File: src/rtl/lvd_irq_pkg.sv
package lvd_irq_pkg;
  localparam int DATA_W = 8;
  // Status register field positions (software decodes these)
  localparam int ST_LOWN   = 7;
  localparam int ST_FLAG_H = 6;
  localparam int ST_FLAG_L = 4;
  localparam int NUM_FLAGS = 3;
  localparam int NUM_WAKE  = 4;
  // Flag vector order: [2]=low voltage, [1]=ADC, [0]=comparator
  localparam int F_LVD = 2;
  localparam int F_ADC = 1;
  localparam int F_CMP = 0;
  // Wake enable order: [3]=ADC, [2]=comparator, [1]=input change, [0]=low voltage
  localparam int W_ADC = 3;
  localparam int W_CMP = 2;
  localparam int W_IC  = 1;
  localparam int W_LVD = 0;

  typedef struct packed {
    logic                 ctlLoad;
    logic                 wakeLoad;
    logic [NUM_FLAGS-1:0] clrFlags;
    logic [NUM_FLAGS-1:0] setFlags;
    logic                 lvdLow;
  } strobe_t;
endpackage

File: src/rtl/lvd_irq_ctrl.sv
module lvd_irq_ctrl
  import lvd_irq_pkg::*;
#(
  parameter int NUM_LEVELS  = 4,
  parameter int SYNC_STAGES = 2,
  parameter int SEL_W       = $clog2(NUM_LEVELS)
) (
  input  logic                  clk,
  input  logic                  rstN,
  input  logic                  ctlWr,
  input  logic                  statWr,
  input  logic [DATA_W-1:0]     wrData,
  input  logic [NUM_LEVELS-1:0] cmpLow,
  input  logic                  adcEvent,
  input  logic                  cmpEvent,
  input  logic                  ctlEn,
  input  logic [SEL_W-1:0]      ctlSel,
  output strobe_t               strobe
);
  logic [NUM_LEVELS-1:0] syncQ [SYNC_STAGES];
  logic lowNow;
  logic lowPrev;

  genvar g;
  generate
    for (g = 0; g < SYNC_STAGES; g++) begin : gSync
      if (g == 0) begin : gFirst
        always_ff @(posedge clk or negedge rstN)
          if (!rstN) syncQ[g] <= '0;
          else       syncQ[g] <= cmpLow;
      end else begin : gNext
        always_ff @(posedge clk or negedge rstN)
          if (!rstN) syncQ[g] <= '0;
          else       syncQ[g] <= syncQ[g-1];
      end
    end
  endgenerate

  assign lowNow = ctlEn & syncQ[SYNC_STAGES-1][ctlSel];

  always_ff @(posedge clk or negedge rstN)
    if (!rstN) lowPrev <= 1'b0;
    else       lowPrev <= lowNow;

  always_comb begin
    strobe                 = '0;
    strobe.ctlLoad         = ctlWr;
    strobe.wakeLoad        = statWr;
    strobe.clrFlags        = statWr ? ~wrData[ST_FLAG_H:ST_FLAG_L] : '0;
    strobe.setFlags[F_LVD] = lowNow & ~lowPrev;
    strobe.setFlags[F_ADC] = adcEvent;
    strobe.setFlags[F_CMP] = cmpEvent;
    strobe.lvdLow          = lowNow;
  end

  AST_SET_NEEDS_EN: assert property (@(posedge clk) disable iff (!rstN)
    strobe.setFlags[F_LVD] |-> ctlEn);
  AST_SET_ONE_SHOT: assert property (@(posedge clk) disable iff (!rstN)
    strobe.setFlags[F_LVD] |=> !strobe.setFlags[F_LVD]);
endmodule

File: src/rtl/lvd_irq_dp.sv
module lvd_irq_dp
  import lvd_irq_pkg::*;
#(
  parameter int SEL_W = 2
) (
  input  logic              clk,
  input  logic              rstN,
  input  strobe_t           strobe,
  input  logic [DATA_W-1:0] wrData,
  input  logic [DATA_W-1:0] irqMask,
  input  logic              icEvent,
  output logic              ctlEn,
  output logic [SEL_W-1:0]  ctlSel,
  output logic [DATA_W-1:0] ctlRdData,
  output logic [DATA_W-1:0] statRdData,
  output logic              irqReq,
  output logic              wakeReq
);
  localparam int CTL_PAD = DATA_W - SEL_W - 1;

  logic [NUM_FLAGS-1:0] flags;
  logic [NUM_WAKE-1:0]  wakeEn;
  logic                 statusN;
  logic [DATA_W-1:0]    statReg;
  logic [NUM_FLAGS-1:0] flagMask;

  always_ff @(posedge clk or negedge rstN)
    if (!rstN) begin
      ctlEn  <= 1'b0;
      ctlSel <= '0;
    end else if (strobe.ctlLoad) begin
      ctlEn  <= wrData[SEL_W];
      ctlSel <= wrData[SEL_W-1:0];
    end

  // Set wins over clear: clear first, then OR in the set pulses
  always_ff @(posedge clk or negedge rstN)
    if (!rstN) flags <= '0;
    else       flags <= (flags & ~strobe.clrFlags) | strobe.setFlags;

  always_ff @(posedge clk or negedge rstN)
    if (!rstN)                wakeEn <= '0;
    else if (strobe.wakeLoad) wakeEn <= wrData[NUM_WAKE-1:0];

  assign statusN    = ~strobe.lvdLow;
  assign statReg    = {statusN, flags, wakeEn};
  assign statRdData = statReg & irqMask;
  assign ctlRdData  = {{CTL_PAD{1'b0}}, ctlEn, ctlSel};
  assign flagMask   = irqMask[ST_FLAG_H:ST_FLAG_L];

  assign irqReq  = (flags[F_LVD] & flagMask[F_LVD] & wakeEn[W_LVD])
                 | (flags[F_ADC] & flagMask[F_ADC])
                 | (flags[F_CMP] & flagMask[F_CMP]);
  assign wakeReq = (flags[F_LVD] & wakeEn[W_LVD])
                 | (flags[F_ADC] & wakeEn[W_ADC])
                 | (flags[F_CMP] & wakeEn[W_CMP])
                 | (icEvent      & wakeEn[W_IC]);

  AST_HW_SET_WINS: assert property (@(posedge clk) disable iff (!rstN)
    1'b1 |=> ((flags & $past(strobe.setFlags)) == $past(strobe.setFlags)));
  AST_NO_SW_SET: assert property (@(posedge clk) disable iff (!rstN)
    1'b1 |=> ((flags & ~$past(flags) & ~$past(strobe.setFlags)) == '0));
  AST_STATUS_HIGH_OFF: assert property (@(posedge clk) disable iff (!rstN)
    !ctlEn |-> statusN);
  AST_IRQ_NEEDS_MASK: assert property (@(posedge clk) disable iff (!rstN)
    irqReq |-> (flagMask != '0));
  AST_WAKE_NEEDS_EN: assert property (@(posedge clk) disable iff (!rstN)
    wakeReq |-> (wakeEn != '0));
endmodule

File: src/rtl/lvd_irq_reg.sv
module lvd_irq_reg
  import lvd_irq_pkg::*;
#(
  parameter int NUM_LEVELS  = 4,
  parameter int SYNC_STAGES = 2
) (
  input  logic                  clk,
  input  logic                  rstN,
  input  logic                  ctlWr,
  input  logic                  statWr,
  input  logic [DATA_W-1:0]     wrData,
  input  logic [DATA_W-1:0]     irqMask,
  input  logic [NUM_LEVELS-1:0] cmpLow,
  input  logic                  adcEvent,
  input  logic                  cmpEvent,
  input  logic                  icEvent,
  output logic [DATA_W-1:0]     ctlRdData,
  output logic [DATA_W-1:0]     statRdData,
  output logic                  irqReq,
  output logic                  wakeReq
);
  localparam int SEL_W = $clog2(NUM_LEVELS);

  strobe_t          strobe;
  logic             ctlEn;
  logic [SEL_W-1:0] ctlSel;

  lvd_irq_ctrl #(
    .NUM_LEVELS (NUM_LEVELS),
    .SYNC_STAGES(SYNC_STAGES),
    .SEL_W      (SEL_W)
  ) u_ctrl (
    .clk     (clk),
    .rstN    (rstN),
    .ctlWr   (ctlWr),
    .statWr  (statWr),
    .wrData  (wrData),
    .cmpLow  (cmpLow),
    .adcEvent(adcEvent),
    .cmpEvent(cmpEvent),
    .ctlEn   (ctlEn),
    .ctlSel  (ctlSel),
    .strobe  (strobe)
  );

  lvd_irq_dp #(
    .SEL_W(SEL_W)
  ) u_dp (
    .clk       (clk),
    .rstN      (rstN),
    .strobe    (strobe),
    .wrData    (wrData),
    .irqMask   (irqMask),
    .icEvent   (icEvent),
    .ctlEn     (ctlEn),
    .ctlSel    (ctlSel),
    .ctlRdData (ctlRdData),
    .statRdData(statRdData),
    .irqReq    (irqReq),
    .wakeReq   (wakeReq)
  );
endmodule

File: config.mk
export PLATFORM = sky130hd
export DESIGN_NAME = lvd_irq_reg
export DESIGN_NICKNAME = d
export VERILOG_FILES = /design/src/rtl/lvd_irq_pkg.sv /design/src/rtl/lvd_irq_ctrl.sv /design/src/rtl/lvd_irq_dp.sv /design/src/rtl/lvd_irq_reg.sv
export SDC_FILE = /design/constraint.sdc
export NUM_CORES = 1
export LEC_CHECK = 0
export BUFFER_PORTS_ARGS = -buffer_cell sky130_fd_sc_hd__clkbuf_2
export CELL_PAD_IN_SITES_DETAIL_PLACEMENT = 1
export CELL_PAD_IN_SITES_GLOBAL_PLACEMENT = 1
export CORE_MARGIN = 3
export CORE_UTILIZATION = 33
export CTS_BUF_LIST = sky130_fd_sc_hd__clkbuf_8 sky130_fd_sc_hd__clkbuf_16
export CTS_CLUSTER_DIAMETER = 200
export DETAILED_ROUTE_END_ITERATION = 16
export PLACE_DENSITY = 0.89
export SYNTH_ARGS = -nofsm -noshare
export SYNTH_HDL_FRONTEND = slang
export SYNTH_SLANG_ARGS = --single-unit
File: constraint.sdc
create_clock -name clk -period 2.3 [get_ports clk]
set_clock_uncertainty 0.15 [all_clocks]
set_input_delay 0.23 -clock clk [delete_from_list [all_inputs] [get_ports clk]]
set_output_delay 0.23 -clock clk [all_outputs]
set_load 0.01 [all_outputs]
==> run_results.csv, run 1 <==
group,metric,value,unit
outcome,status,"finished, final reports clean",
global_routing,grt_use_total,15.1,%
critical_path,ff2ff_path_depth,3,
detailed_routing,dr.pass1.iters,1,
floorplanning,die_w,54.3,microns
critical_path,critPathMaxStageDelay,420,ps
pwr,p_int,0.000547,W
hold_path,hp-class,"input pin to flip-flop",
floorplanning,die_h,54.3,microns
logic_synthesis,synth.distinct_cells,15,
logic_synthesis,synth_most_common_cell,"dfrtp_1",
placement,place_congestion,0.686,
sta,holdWs,1.20,ps
clock_network,cts_resized,0,
detailed_routing,vias,574,
critical_path,crit_arrival,1280,ps
detailed_routing,drt-total-wl,1860,microns
logic_synthesis,yosys.area.top_type,"dfrtp_1",
sta,setup_slack,639,ps
placement,pre_cts_slack,887,ps
global_routing,antenna_found_initial,0,
clock_network,root_buffer,"clkbuf_8",
sta,tns,0,ps
logic_synthesis,synth_area,771,sq um
pwr,netSwitchingFraction,25.6,%
sta,finalCritPeriodShare,72.2,%
clock_network,numCtsBuffers,3,
pwr,power_leakage,0.550,nW
sta,hold_viol,0,
pwr,power,0.000734,W
critical_path,criticalPathCategory,"flip-flop to output port",
global_routing,grt_first_pass_wirelength,2990,microns
logic_synthesis,ys_seq_area_share,61.7,%
clock_network,clock-sinks,19,
logic_synthesis,syn_avg_cell_area,13.3,sq um
pwr,ir_worst_vdd,0.314,mV
logic_synthesis,synth-edff-count,0,
detailed_routing,wl_per_cell,14.3,microns
clock_network,path_clk_slew,70,ps
final_layout,drive_above_1_share,40.8,%
sta,setup_viol,0,
critical_path,critical_path.slowest_cell,"dfrtp_1",
sta,period_needed,1660,ps
sta,slew_viol_final,0,
critical_path,cp_max_fo,3,
logic_synthesis,synth_commonest_cells,"19 x dfrtp_1, 7 x and2_1, 7 x mux2_1",
final_layout,ff_latch_area,475,sq um
clock_network,clk_latency,250,ps
floorplanning,ioPinCount,45,
critical_path,worstSetupPathDepth,3,
critical_path,critPathTopFamily,"flip-flops",
global_routing,grt_pass1_vias,643,
critical_path,crit_start,"u_dp.flags[2]",
critical_path,worstPathCellList,"and2_1, a211o_1, clkbuf_2",
logic_synthesis,synthFlopType,"dfrtp_1",
final_layout,fin_nets,131,
logic_synthesis,ys_top_cells_by_area,"dfrtp_1 62%, mux2_1 10%, buf_4 5.8%",
global_routing,overflow,0,
final_layout,multi_input_comb_area,258,sq um
detailed_routing,ant_nets,0,
run,cap_violations,0,
logic_synthesis,syn_inst,58,
final_layout,diodes,0,
sta,rsz0062_at_grt,"false",
pwr,power-per-cell-area,693,nW/um^2
critical_path,worst-path-buf-inv,1,
floorplanning,initial_utilization,37.0,%
critical_path,r2r_start,"u_dp.ctlSel[1]",
critical_path,start_kind,"flip-flop",
floorplanning,rows,16,
clock_network,cts_tree,"done",
clock_network,max-clock-path-buffers,2,
sta,fmax,0.602,GHz
critical_path,required,1920,ps
global_routing,grt_max_degree,20,
final_layout,area_growth,37.5,%
pwr,clkPwrFrac,30.3,%
hold_path,hold_depth,2,
hold_path,min-delay-start,"cmpEvent",
logic_synthesis,synthArstFlopShare,100,%
logic_synthesis,synth_top_area_share,61.7,%
critical_path,crit_path_end_kind,"output port",
placement,hpwl,1450,microns
placement,io_buffers,38,
pwr,switchingPower,0.000188,W
detailed_routing,drcViolationCount,0,
clock_network,htreeDepth,1,
logic_synthesis,yosysWarnings,0,
detailed_routing,viasPerCell,4.42,
logic_synthesis,synth_seq_cells,19,
floorplanning,core-area,2080,sq um
detailed_routing,drt_iter0_drc,0,
final_layout,fillCellCount,247,
pwr,p_seq_share,52.4,%
pwr,pwr-share-comb,17.3,%
floorplanning,die_area,2950,sq um
-- worst reg2reg max path, delay by kind of cell (launching register included) --
kind | cells | cell delay (ps)
DFF | 1 | 430
muxes | 1 | 240
AOI/OAI and AO/OA | 2 | 350
-- metal layers --
metal / vias to the layer above / global-route usage, % / share of wire, %
met5: - / 0 / 0
li1: 271 / - / -
met4: 0 / 6.22 / 0.64
met3: 2 / 4.90 / 8.8
met1: 274 / 16.5 / 37
met2: 27 / 26.7 / 54
-- final cells by class --
cell class | count | area share, %
clock buffers | 3 | 3.90
multi-input cells | 35 | 24.3
well taps | 27 | 3.19
inverters | 2 | 0.708
clock inverters | 1 | 0.354
repair buffers | 43 | 22.7
flip-flops and latches | 19 | 44.9
-- worst paths after layout --
| kind | end | slack [ps] |
|---|---|---|
| min reg2reg | u_ctrl.syncQ[0] | 200 |
| max | irqReq | 640 |
| min in group asynchronous | u_dp.ctlSel[1] | 310 |
| max in group asynchronous | u_ctrl.syncQ[3] | 1370 |
| min | u_dp.flags[0] | 1 |
| max reg2reg | u_dp.flags[2] | 1030 |
-- flip-flops by register name, summed over array words and instances, names as in the netlist --
name	cells
u_ctrl.lowPrev	1
u_ctrl.syncQ	8
u_dp.ctlEn	1
u_dp.ctlSel	2
u_dp.flags	3
u_dp.wakeEn	4
-- cell families (layout without fill, tap and decap cells) --
kind of cell | Yosys count | after routing | synth area share [%]
muxes | 9 | 9 | 12.8
AOI/OAI and AO/OA | 7 | 7 | 7.79
and+or+nand+nor | 14 | 14 | 10.4
buffers and inverters | 8 | 49 | 6.82
other | 1 | 5 | 0.487
DFF | 19 | 19 | 61.7
-- metrics by stage --
step	instance area, sq um	util, %	cells
3_3_place_gp	965	46.3	121
5_1_grt	1060	50.9	130
4_1_cts	1060	50.9	130
3_5_place_dp	965	46.3	121
2_1_floorplan	786	-	62
6_report	1060	50.9	130
-- power by group through the flow --
stage                     registers (W)  clock network (W)   logic, W
after floorplan                0.000384                  0  0.0000679
after global placement         0.000388                  0   0.000116
after detailed placement       0.000391                  0   0.000121
after CTS                      0.000384           0.000227   0.000130
after global routing           0.000388           0.000244   0.000142
final                          0.000385           0.000223   0.000127
-- cell usage in the layout (no fill, tap or decap), drive strengths merged --
| cell type | count |
|---|---|
| a211o | 1 |
| a21o | 2 |
| a22o | 1 |
| a22oi | 2 |
| and2 | 7 |
| clkbuf | 41 |
| conb | 5 |
| dfrtp | 19 |
| dlygate4sd3 | 5 |
| inv | 3 |
| mux2 | 7 |
| mux2i | 2 |
| nand2 | 2 |
| nand2b | 4 |
| nor2 | 1 |
| o22ai | 1 |
-- timing repair --
action / 4_1_cts / 5_1_grt
hold buffers: 5 / 0
endpoints found under the hold margin: 23 / 0
buffers inserted: 0 / 0
Power figures use the tool's default switching activity.
==> run 2, diff against run 1 <==
- ABC_AREA: not set -> 1
- CORE_UTILIZATION: 33 -> 27
- PLACE_DENSITY: 0.89 -> 0.82
- clock period: 2.3 -> 1.34 ns (I/O delays scaled with it)
==> run_results.csv, run 2 <==
group,metric,value,unit
floorplanning,initial_utilization,28.8,%
global_routing,grt_use_total,14.4,%
clock_network,htreeDepth,1,
pwr,power-per-cell-area,1080,nW/um^2
floorplanning,rows,19,
final_layout,postLayoutCellArea,1210,sq um
logic_synthesis,synth_most_common_cell,"nand2_1",
detailed_routing,ant_nets,0,
final_layout,fin_nets,174,
floorplanning,die_area,3680,sq um
sta,finalCritPeriodShare,111,%
detailed_routing,vias,756,
logic_synthesis,synth.distinct_cells,15,
logic_synthesis,synth_commonest_cells,"30 x nand2_1, 19 x dfrtp_1, 17 x inv_1",
global_routing,grt_max_degree,20,
final_layout,final_common_cell,"clkbuf_2",
clock_network,numCtsBuffers,3,
detailed_routing,drt_iter0_drc,13,
final_layout,multi_input_comb_area,235,sq um
detailed_routing,drcViolationCount,0,
critical_path,r2r_start,"u_dp.ctlSel[0]",
critical_path,start_kind,"flip-flop",
hold_path,hold_depth,2,
clock_network,clock-sinks,19,
critical_path,ff2ff_path_depth,6,
sta,setup_slack,-143,ps
final_layout,area_growth,49.8,%
detailed_routing,viasPerCell,4.27,
global_routing,grt_first_pass_wirelength,3820,microns
detailed_routing,dr_wl_met2,1460,microns
critical_path,criticalPathCategory,"flip-flop to output port",
hold_path,min_to,"u_dp.ctlEn",
detailed_routing,wl_met3,140,microns
logic_synthesis,syn_inst,91,
hold_path,hp-class,"input pin to flip-flop",
detailed_routing,top_layer,"met3",
logic_synthesis,synthFlopType,"dfrtp_1",
critical_path,crit_arrival,1200,ps
logic_synthesis,ys_top_cells_by_area,"dfrtp_1 59%, nand2_1 14%, inv_1 7.9%",
final_layout,final_util,43.1,%
final_layout,largest_reg_flops,8,
critical_path,required,1060,ps
run,cap_violations,0,
sta,hold_viol,0,
global_routing,grt_pass1_vias,852,
global_routing,antenna_found_initial,0,
logic_synthesis,yosys.area.top_type,"dfrtp_1",
outcome,status,"finished with violations",
critical_path,cp_max_fo,4,
final_layout,regMostFlops,"u_ctrl.syncQ",
logic_synthesis,ys_seq_area_share,58.9,%
floorplanning,die_h,60.7,microns
final_layout,top_regs,"u_ctrl.syncQ: 8 flops, u_dp.wakeEn: 4 flops, u_dp.flags: 3 flops",
final_layout,drive_above_1_share,35.6,%
logic_synthesis,syn_avg_cell_area,8.87,sq um
final_layout,fillCellCount,354,
floorplanning,ioPinCount,45,
clock_network,path_clk_slew,70,ps
sta,setup_viol,2,
detailed_routing,drt-total-wl,2420,microns
pwr,ir_worst_vdd,0.880,mV
clock_network,max-clock-path-buffers,2,
logic_synthesis,synth_top_area_share,58.9,%
logic_synthesis,yosysWarnings,0,
outcome,violations,"negative setup slack",
hold_path,min-delay-start,"ctlWr",
clock_network,root_buffer,"clkbuf_8",
placement,hpwl,1650,microns
floorplanning,die_w,60.7,microns
sta,rsz0062_at_grt,"true",
sta,period_needed,1480,ps
logic_synthesis,synth-edff-count,0,
logic_synthesis,synthArstFlopShare,100,%
final_layout,ff_latch_area,475,sq um
logic_synthesis,synth_area,807,sq um
logic_synthesis,synth_seq_cells,19,
sta,fmax,0.674,GHz
critical_path,rrSetupSlack,270,ps
final_layout,layout_common_cells,"35 x clkbuf_2, 28 x nand2_1, 19 x dfrtp_1, 16 x inv_1, 14 x dlygate4sd3_1",
global_routing,overflow,0,
pwr,power_leakage,0.704,nW
placement,io_buffers,38,
clock_network,clk_latency,250,ps
placement,place_congestion,0.734,
detailed_routing,dr.pass1.iters,4,
detailed_routing,wl_per_cell,13.7,microns
detailed_routing,met1_length,823,microns
clock_network,cts_tree,"done",
sta,slew_viol_final,0,
sta,holdWs,2.06,ps
floorplanning,core-area,2810,sq um
critical_path,crit_path_end_kind,"output port",
placement,dpl_cell_area,1010,sq um
final_layout,diodes,0,
critical_path,r2r-end,"u_dp.flags[2]",
==> run 2: cell count changes after synthesis, moves of 3 or more <==
cell / previous run / this run
mux2_1: 7 / 0
and2_1: 7 / 0
nand2b_1: 4 / 0
o21ai_1: 0 / 3
inv_1: 2 / 17
o21ai_0: 0 / 4
nand2_1: 2 / 30
==> run 2: layout make-up <==
cell class	count	share of cell area, %
well taps	31	3.21
multi-input cells	51	19.5
inverters	19	5.90
clock inverters	1	0.414
repair buffers	53	28.3
clock buffers	3	3.42
flip-flops and latches	19	39.3
==> run 2: cells by family (layout without fill, tap and decap cells) <==
kind of cell           count (synthesis)  after routing  synth area share (%)
AND/OR/NAND/NOR                       36             36                  19.4
buffers and inverters                 25             76                  14.4
flip-flops                            19             19                  58.9
AO/OA/AOI/OAI                         10             10                  6.82
other                                  1              5                 0.465
==> run 2: how the worst max path moves through the flow <==
stage	start	to	slack (ps)	depth (start not counted)
after global placement	u_dp.ctlSel[0]	statRdData[7]	150	6
after global routing	u_dp.ctlSel[0]	statRdData[7]	-250	6
final	u_dp.ctlSel[0]	statRdData[7]	-140	6
after CTS	u_dp.ctlSel[0]	statRdData[7]	-170	6
after detailed placement	u_dp.ctlSel[0]	statRdData[7]	100	6
after floorplan	u_dp.ctlSel[0]	statRdData[7]	180	5
==> run 2: routing by layer <==
| layer | vias to the layer above | track usage (%) |
|---|---|---|
| met3 | 0 | 4.89 |
| met4 | 0 | 2.79 |
| li1 | 368 | - |
| met5 | - | 0 |
| met1 | 363 | 14.2 |
| met2 | 25 | 28.7 |
==> run 2: power by group <==
| group | internal (W) | total (W) | switching (W) | leakage, nW |
|---|---|---|---|---|
| Clock | 0.000206 | 0.000386 | 0.000180 | 0.0255 |
| Combinational | 0.000121 | 0.000260 | 0.000139 | 0.455 |
| Sequential | 0.000619 | 0.000654 | 0.0000350 | 0.223 |
==> run 2: metrics by stage <==
step | TNS, ps | setup slack (ps) | std cells | total power [W]
floorplan | 0 | 182 | 95 | 0.000772
global placement | 0 | 146 | 158 | 0.000860
detailed placement | 0 | 105 | 158 | 0.000875
CTS | -224 | -173 | 177 | 0.00130
global route | -387 | -250 | 177 | 0.00138
finish | -167 | -143 | 177 | 0.00130
==> run 2: repair_timing <==
item                                    in CTS  in global routing
pin swaps                                    2                  3
setup buffers                                1                  0
hold buffers                                14                  0
endpoints found under the hold margin       33                  0
endpoints found under the setup margin       2                  4
resized for setup                            1                  6
==> run 2: worst max-delay path, cell delays in order (launching register included) <==
cell	delay, ps
dfrtp_1	420
inv_2	90
nand2_2	50
nand3_2	70
nand2_2	70
a21boi_1	110
buf_2	140
